**src/rtl/gpr_pkg.sv**
```systemverilog
package gpr_pkg;

  typedef enum logic [1:0] {
    PTR_HOLD    = 2'd0,
    PTR_LOAD    = 2'd1,
    PTR_POSTINC = 2'd2,
    PTR_PREDEC  = 2'd3
  } ptr_op_e;

endpackage

```
**src/rtl/gpr_bank.sv**
```systemverilog
module gpr_bank #(
  parameter int NREGS = 32,
  parameter int DW    = 8
) (
  input  logic                      clk,
  input  logic                      rst,
  input  logic [NREGS-1:0]          we,
  input  logic [NREGS-1:0][DW-1:0]  wd,
  output logic [NREGS-1:0][DW-1:0]  q
);

  for (genvar r = 0; r < NREGS; r++) begin : g_cell
    always_ff @(posedge clk) begin
      if (rst)
        q[r] <= '0;
      else if (we[r])
        q[r] <= wd[r];
    end
  end

endmodule

```
**src/rtl/gpr_ptr_unit.sv**
```systemverilog
module gpr_ptr_unit
  import gpr_pkg::*;
#(
  parameter int NREGS = 32,
  parameter int DW    = 8,
  parameter int NPTR  = 3,
  localparam int PW       = 2 * DW,
  localparam int PSW      = $clog2(NPTR + 1),
  localparam int PTR_BASE = NREGS - 2 * NPTR
) (
  input  logic [NREGS-1:0][DW-1:0] bank_q,
  input  logic [PSW-1:0]           ptr_sel,
  input  ptr_op_e                  ptr_op,
  input  logic [PW-1:0]            ptr_wr_data,
  output logic [PW-1:0]            ptr_cur,
  output logic [PW-1:0]            ptr_new,
  output logic [PW-1:0]            ptr_addr,
  output logic                     ptr_upd
);

  function automatic logic [PW-1:0] next_value(ptr_op_e op, logic [PW-1:0] cur,
                                                logic [PW-1:0] ld);
    case (op)
      PTR_LOAD:    return ld;
      PTR_POSTINC: return cur + PW'(1);
      PTR_PREDEC:  return cur - PW'(1);
      default:     return cur;
    endcase
  endfunction

  function automatic logic [PW-1:0] access_addr(ptr_op_e op, logic [PW-1:0] cur);
    return (op == PTR_PREDEC) ? cur - PW'(1) : cur;
  endfunction

  logic sel_ok;
  assign sel_ok = (ptr_sel < PSW'(NPTR));

  always_comb begin
    ptr_cur = '0;
    for (int p = 0; p < NPTR; p++)
      if (ptr_sel == PSW'(p))
        ptr_cur = {bank_q[PTR_BASE + 2*p + 1], bank_q[PTR_BASE + 2*p]};
  end

  assign ptr_new  = next_value(ptr_op, ptr_cur, ptr_wr_data);
  assign ptr_addr = sel_ok ? access_addr(ptr_op, ptr_cur) : '0;
  assign ptr_upd  = sel_ok && (ptr_op != PTR_HOLD);

endmodule

```
**src/rtl/gpr_wr_route.sv**
```systemverilog
module gpr_wr_route #(
  parameter int NREGS = 32,
  parameter int DW    = 8,
  parameter int NPTR  = 3,
  localparam int AW       = $clog2(NREGS),
  localparam int PW       = 2 * DW,
  localparam int PSW      = $clog2(NPTR + 1),
  localparam int PTR_BASE = NREGS - 2 * NPTR
) (
  input  logic                     wr_en,
  input  logic                     wr_wide,
  input  logic [AW-1:0]            wr_sel,
  input  logic [PW-1:0]            wr_data,
  input  logic                     ptr_upd,
  input  logic [PSW-1:0]           ptr_sel,
  input  logic [PW-1:0]            ptr_new,
  output logic [NREGS-1:0]         we,
  output logic [NREGS-1:0][DW-1:0] wd
);

  for (genvar r = 0; r < NREGS; r++) begin : g_reg
    localparam logic [AW-1:0] RIDX = AW'(r);
    logic          port_hit;
    logic          ptr_own;
    logic [DW-1:0] port_byte;
    logic [DW-1:0] ptr_byte;

    assign port_hit  = wr_en && (wr_wide ? (wr_sel[AW-1:1] == RIDX[AW-1:1])
                                         : (wr_sel == RIDX));
    assign port_byte = (wr_wide && RIDX[0]) ? wr_data[PW-1:DW] : wr_data[DW-1:0];
    assign ptr_byte  = RIDX[0] ? ptr_new[PW-1:DW] : ptr_new[DW-1:0];

    if (r >= PTR_BASE) begin : g_ptr
      assign ptr_own = ptr_upd && (ptr_sel == PSW'((r - PTR_BASE) / 2));
    end else begin : g_plain
      assign ptr_own = 1'b0;
    end

    assign we[r] = port_hit | ptr_own;
    assign wd[r] = ptr_own ? ptr_byte : port_byte;
  end

endmodule

```
**src/rtl/gpr_file.sv**
```systemverilog
module gpr_file
  import gpr_pkg::*;
#(
  parameter int NREGS = 32,
  parameter int DW    = 8,
  parameter int NPTR  = 3,
  localparam int AW  = $clog2(NREGS),
  localparam int PW  = 2 * DW,
  localparam int PSW = $clog2(NPTR + 1)
) (
  input  logic          clk,
  input  logic          rst,
  input  logic [AW-1:0] rd_a_sel,
  output logic [DW-1:0] rd_a_data,
  input  logic [AW-1:0] rd_b_sel,
  output logic [DW-1:0] rd_b_data,
  input  logic [AW-2:0] pair_sel,
  output logic [PW-1:0] pair_data,
  input  logic          wr_en,
  input  logic          wr_wide,
  input  logic [AW-1:0] wr_sel,
  input  logic [PW-1:0] wr_data,
  input  logic [PSW-1:0] ptr_sel,
  input  logic [1:0]    ptr_op,
  input  logic [PW-1:0] ptr_wr_data,
  output logic [PW-1:0] ptr_rd_data,
  output logic [PW-1:0] ptr_addr,
  output logic [PW-1:0] tbl_addr
);

  localparam int PTR_BASE = NREGS - 2 * NPTR;

  logic [NREGS-1:0][DW-1:0] bank_q;
  logic [NREGS-1:0][DW-1:0] bank_wd;
  logic [NREGS-1:0]         bank_we;
  logic [PW-1:0]            ptr_cur;
  logic [PW-1:0]            ptr_new;
  logic                     ptr_upd;
  ptr_op_e                  ptr_op_t;

  // Named events for the checker
  logic                     port_byte_ev;
  logic                     port_wide_ev;
  logic                     ptr_clash;
  logic [AW-2:0]            ptr_pair_idx;

  assign ptr_op_t = ptr_op_e'(ptr_op);

  gpr_bank #(.NREGS(NREGS), .DW(DW)) i_bank (
    .clk (clk),
    .rst (rst),
    .we  (bank_we),
    .wd  (bank_wd),
    .q   (bank_q)
  );

  gpr_ptr_unit #(.NREGS(NREGS), .DW(DW), .NPTR(NPTR)) i_ptr (
    .bank_q      (bank_q),
    .ptr_sel     (ptr_sel),
    .ptr_op      (ptr_op_t),
    .ptr_wr_data (ptr_wr_data),
    .ptr_cur     (ptr_cur),
    .ptr_new     (ptr_new),
    .ptr_addr    (ptr_addr),
    .ptr_upd     (ptr_upd)
  );

  gpr_wr_route #(.NREGS(NREGS), .DW(DW), .NPTR(NPTR)) i_route (
    .wr_en   (wr_en),
    .wr_wide (wr_wide),
    .wr_sel  (wr_sel),
    .wr_data (wr_data),
    .ptr_upd (ptr_upd),
    .ptr_sel (ptr_sel),
    .ptr_new (ptr_new),
    .we      (bank_we),
    .wd      (bank_wd)
  );

  assign rd_a_data   = bank_q[rd_a_sel];
  assign rd_b_data   = bank_q[rd_b_sel];
  assign pair_data   = {bank_q[{pair_sel, 1'b1}], bank_q[{pair_sel, 1'b0}]};
  assign ptr_rd_data = ptr_cur;
  assign tbl_addr    = {bank_q[NREGS-1], bank_q[NREGS-2]};

  assign port_byte_ev = wr_en && !wr_wide;
  assign port_wide_ev = wr_en && wr_wide;
  assign ptr_pair_idx = (AW-1)'(PTR_BASE / 2) + (AW-1)'(ptr_sel);
  assign ptr_clash    = ptr_upd && wr_en && (wr_sel[AW-1:1] == ptr_pair_idx);

endmodule

```
**config.mk**
```make
export PLATFORM = sky130hd
export DESIGN_NAME = gpr_file
export DESIGN_NICKNAME = d
export VERILOG_FILES = /design/src/rtl/gpr_pkg.sv /design/src/rtl/gpr_bank.sv /design/src/rtl/gpr_ptr_unit.sv /design/src/rtl/gpr_wr_route.sv /design/src/rtl/gpr_file.sv
export SDC_FILE = /design/constraint.sdc
export NUM_CORES = 1
export LEC_CHECK = 0
export BUFFER_PORTS_ARGS = -buffer_cell sky130_fd_sc_hd__buf_2
export CAP_MARGIN = 20
export CORE_ASPECT_RATIO = 0.7
export CORE_MARGIN = 2
export CORE_UTILIZATION = 55
export CTS_CLUSTER_DIAMETER = 40
export DETAILED_ROUTE_END_ITERATION = 6
export GPL_ROUTABILITY_DRIVEN = 0
export PLACE_DENSITY = 0.74
export SLEW_MARGIN = 0
export SYNTH_ARGS = -nofsm -noshare
export SYNTH_HDL_FRONTEND = slang
export SYNTH_SLANG_ARGS = --single-unit
```
**constraint.sdc**
```tcl
create_clock -name clk -period 4.1 [get_ports clk]
set_input_delay 0.615 -clock clk [delete_from_list [all_inputs] [get_ports clk]]
set_output_delay 0.615 -clock clk [all_outputs]
set_load 0.01 [all_outputs]
```
# Word-level counts from Yosys, hierarchy flattened
# Cells that the tools add are included.
[classes]
add_sub_neg = 2
order_cmp = 5
n_eq_ne = 51
mux = 53
bitwise_logic = 6
reduce_logical = 40
[ops]
columns = ["op", "count"]
rows = [
  ["$mux W8", 11],
  ["$bmux W8 S5", 2],
  ["$eq A5 B5 Y1 const B", 16],
  ["$mux W16", 5],
  ["$bmux W8 S4", 2],
  ["$pmux W16 S3", 1],
  ["$eq A5 B4 Y1 const B", 8],
  ["$logic_and A1 B1 Y1", 36],
  ["$eq A4 B4 Y1 const B", 8],
  ["$mux W1", 32],
  ["$lt A5 B6 Y1 const B", 4],
  ["$eq A5 B3 Y1 const B", 4],
  ["$add A16 B1 Y16 const B", 1],
  ["$eq A4 B3 Y1 const B", 4],
  ["$sub A16 B1 Y16 const B", 1],
  ["$eq A5 B2 Y1 const B", 2],
  ["$eq A4 B2 Y1 const B", 2],
  ["$eq A2 B2 Y1 const B", 3],
  ["$or A1 B1 Y1", 6],
  ["$eq A5 B1 Y1 const B", 1],
  ["$logic_not A5 Y1", 1],
  ["$eq A2 B1 Y1 const B", 2],
  ["$eq A4 B1 Y1 const B", 1],
  ["$logic_not A4 Y1", 1],
  ["3 further kinds", 3],
]
[word_totals]
register_bits = 256
input_bits = 59
out_inout_bits = 80
word_cells = 189

# Logic depth before layout (Yosys ltp)
[depth]
depth_word = 7
ltp_mapped = 12
depth_no_buf = 9

# Hierarchy
# A second synthesis with hierarchy kept.
[unflattened]
hier_cells = 1739
hier_area_um2 = 19429.9
[modules_own_cells]
columns = ["module", "instances", "cells_per_inst", "area_per_inst_um2"]
rows = [
  ["gpr_bank", 1, 828, 9047.4],
  ["gpr_file", 1, 312, 5866.9],
  ["gpr_wr_route", 1, 340, 2672.6],
  ["gpr_ptr_unit", 1, 259, 1843.0],
]

# Worst setup path after synthesis
# OpenSTA, ideal clock, no wires.
[synth_path]
path_type = "in2out"
from = "input port rd_a_sel[1]"
to = "output port rd_a_data[0]"
t_arrival_ps = 2877
slack_ps = 608
cell_stages = 6
path_cell_list = "clkbuf_1 clkbuf_1 clkbuf_1 mux4_2 mux4_2 mux2_2"
[synth_between]
elab_chain_cells = 2
[synth_lines]
columns = ["item", "line_no", "rtl"]
rows = [
  ["start, declared", "gpr_file.sv:13", "input logic [AW-1:0] rd_a_sel,"],
  ["$bmux W8 S5", "gpr_file.sv:80", "assign rd_a_data = bank_q[rd_a_sel];"],
  ["$mux W8 (implied by the code)", "gpr_file.sv:80", ""],
  ["end, declared", "gpr_file.sv:14", "output logic [DW-1:0] rd_a_data,"],
]
# No other way between the ends. The select of a mux whose other input is x is not followed.

# Final worst setup path
[layout_path]
from = "input port ptr_sel[1]"
to = "output port ptr_addr[11]"
[layout_between]
elab_chain_cells = 7
elab_cells_between_ends = 10
cone_classes = "add/sub: 1; order compare: 1; eq/ne: 2; mux: 5; reduce/logical: 1"
[layout_lines]
columns = ["item", "line_no", "rtl"]
rows = [
  ["start, declared", "gpr_file.sv:23", "input logic [PSW-1:0] ptr_sel,"],
  ["$logic_not A2 Y1", "gpr_ptr_unit.sv:41", "if (ptr_sel == PSW'(p))"],
  ["$mux W16 (3 in series)", "gpr_ptr_unit.sv:41", ""],
  ["$sub A16 B1 Y16", "gpr_ptr_unit.sv:32", "return (op == PTR_PREDEC) ? cur - PW'(1) : cur;"],
  ["$mux W16", "gpr_ptr_unit.sv:32", ""],
  ["$mux W16 *", "gpr_ptr_unit.sv:46", "assign ptr_addr = sel_ok ? access_addr(ptr_op, ptr_cur) : '0;"],
  ["end, declared", "gpr_file.sv:27", "output logic [PW-1:0] ptr_addr,"],
]
# Every way passes the cells marked *; elsewhere a longest branch is shown, timed or not.

==> metrics.md <==
| Metric | Value |
|---|---|
| Synth cell types | `68` |
| Clock root cell | `clkbuf_16` |
| Final Hold Viols | `0` |
| Post-Synthesis Net Count | `1628` |
| Remaining antenna violation count | `0` |
| Die Ht | `151.4 µm` |
| Crit Path Max Fanout | `12` |
| Initial core utilization | `roughly 56%` |
| Worst Skew | `0.01422 ns` |
| TNS Setup | `0 ns` |
| Setup crit end kind | `output pin` |
| Iter 0 DRT Violations | `2147` |
| # nets final | `1698` |
| Largest net degree at the start of global routing | `131` |
| WP data required | `3.48 ns` |
| Layout Cells excl Fill | `between 2000 and 2500` |
| H-tree depth | `2` |
| CTS buffer count | `34` |
| Vias in the first global route | `14140` |
| Commonest non-fill, non-tap cell in the layout | `nor2_1` |
| Vias | `15090` |
| GRT Overall Usage | `37.15%` |
| HP Start | `ptr_wr_data[3]` |
| Clock power share | `45.4%` |
| CP arrival | `3.32 ns` |
| Final Power | `6.954 mW` |
| DIE WIDTH | `214.6 µm` |
| Post-synthesis instance total | `1566` |
| Area share of the largest cell type after synthesis | `31.66%` |
| Core area | `30310 µm²` |
| Min Hold Slack | `0.5094 ns` |
| Synthesized area | `17070 µm²` |
| Setup WS pre-CTS | `0.2834 ns` |
| GR Overflow Total | `0` |
| CTS tree | `yes` |
| # port buffers | `138` |
| Final setup violation count | `0` |
| Slew Viols, Final | `0` |
| Mean routed wirelength per cell | `28.94 µm` |
| Post-CTS Hold Buffers | `0` |
| Vias per cell | `7.257` |
| Routed Wire Length | `60160 µm` |
| Run status | `completed` |
| PD cells | `between 300 and 400 nW/µm²` |
| Largest register by flop count | `i_bank.q` |
| Sequential fraction of the synthesis area | `30.02%` |
| Final Cycle Share | `96.02%` |
| LEAKAGE | `7.261 nW` |
| Worst reg2reg path startpoint | `i_bank.q[241]$_SDFFE_PP0P_` |
| CTS clock-pin slew for the worst setup and hold paths | `0.06 ns` |
| Fraction of layout cells with a size suffix above 1 | `34.08%` |
| Maxcap violations | `0` |
| Clk_lat worst skew | `0.53 ns` |
| Fin area | `19400 µm²` |
| Slew @ Worst Pin | `roughly 1.1 ns` |
| Post-DP Area | `18190 µm²` |
| Count of synthesis-stage warnings from yosys | `0` |
| First-pass GRT wire length | `90460 µm` |
| Slew Limit Headroom | `23.84%` |
| Worst Path Class, Setup | `in2out` |
| Max reg flops | `256` |
| Flop2flop setup slack | `around 1.2 ns` |
| Cell Rows | `between 50 and 60` |
| Placed Cells | `2012` |
| Min Tclk post-route | `3.937 ns` |
| Share of power burned in registers | `between 30% and 40%` |
| Post-CTS Setup Inserts | `0` |
| Clk sinks | `256` |
| Flops & latches, synth | `256` |
| Psw | `2.023 mW` |
| First-pass DRT Iterations | `6` |
| F_max | `254.0 MHz` |
| Asr flop ratio synth | `0%` |
| Post-DP HPWL | `41900 µm` |
| Crit start category | `primary input` |
| Pint | `4.931 mW` |
| Worst hold-check path type | `in2reg` |
| Syn_area_per_cell | `10.90 µm²` |
| CP startpoint | `ptr_sel[1]` |
| Max VDD drop | `about 320 µV` |
| Biggest regs | `i_bank.q: 256 flops` |
| PnR worst setup slack | `0.1632 ns` |
| DRC viols | `0` |
| Top FF cell, synth | `dfxtp_1` |
| Main area contributors after synthesis | `mux4_2 32%, dfxtp_1 30%, mux2i_1 8.1%` |
| Commonest cells after routing, fill and taps aside | `293 x nor2_1, 256 x dfxtp_1, 240 x mux4_2` |
| Die area | `between 30000 and 40000 µm²` |
| RSZ-0062 raised after global routing | `no` |
| Final core utilization | `64.02%` |
| CTS max path bufs | `3` |
| P&R area growth vs syn | `13.64%` |
| Resized Gates After CTS | `0` |
| Antenna violations before repair | `4` |
| EDFF count, synth | `0` |
| Synth area leader | `mux4_2` |
| Combinational share of power | `16.6%` |
| Switch share | `29.10%` |
| Num ports | `roughly 140` |
-- cells in the mapped netlist, types with 6 or more instances --
| master | number |
|---|---|
| nor2b_1 | 11 |
| o21ai_0 | 24 |
| buf_4 | 20 |
| nand2b_1 | 11 |
| nand4_1 | 13 |
| clkbuf_1 | 120 |
| nand3_1 | 19 |
| xor2_1 | 10 |
| o211ai_1 | 7 |
| o2bb2ai_2 | 6 |
| mux2i_1 | 139 |
| mux4_2 | 240 |
| o22ai_1 | 6 |
| nor2_1 | 293 |
| nand2_1 | 51 |
| a211oi_1 | 122 |
| o31ai_1 | 6 |
| a311oi_1 | 8 |
| dfxtp_1 | 256 |
| buf_1 | 30 |
| o2bb2ai_1 | 6 |
| nor3_1 | 13 |
| a21oi_1 | 25 |
| mux2_2 | 24 |
| xnor2_1 | 15 |
-- cell families after synthesis --
logic type,share of synthesized area (%)
compound gates,11.02
xor+xnor,1.282
fa+ha+maj,0.2199
buf+inv,4.734
flops,30.02
mux,41.39
simple gates,11.34
-- metal layers --
layer / wire, µm / vias up / GRT usage (%) / part of all wire [%]
met5: 0 / - / 0 / 0
met4: 2604 / 0 / 15.63 / 4.3
met3: 9041 / 201 / 12.25 / 15
li1: - / 6196 / - / -
met2: 25710 / 1330 / 54.20 / 43
met1: 22810 / 7360 / 51.08 / 38
-- critical path, cell delays in order --
cell and delay (ns):
buf_2 0.31, buf_4 0.28, mux2i_1 0.31, o21a_1 0.27, inv_2 0.12, nor3_2 0.44
nand4_1 0.20, or3_1 0.38, xor2_1 0.15, nor2_1 0.10, buf_2 0.14
-- final cells by class --
class                      instances  area [µm²]
clock inverter                    18       217.7
inverter                          10       37.54
fill                            2315       10900
multi-input combinational       1124       11140
antenna                            6       15.01
timing repair buffer             210        1373
clock buffer                      43       978.4
sequential                       256        5125
tap                              412       515.5
-- worst paths after layout --
kind         depth (start not counted)                          to
min reg2reg                          2  i_bank.q[121]$_SDFFE_PP0P_
max reg2reg                          9  i_bank.q[236]$_SDFFE_PP0P_
max                                 11                ptr_addr[11]
min                                  3  i_bank.q[227]$_SDFFE_PP0P_
-- power groups by stage --
stage          Clock [mW]  Sequential (mW)  Combinational (mW)
2_1_floorplan           0             2.65               0.785
3_3_place_gp            0             2.69                1.09
3_5_place_dp            0             2.69                1.11
4_1_cts              3.17             2.64                1.12
5_1_grt              3.29             2.65                1.20
6_report             3.16             2.65                1.15
(Power assumes the default switching activity.)
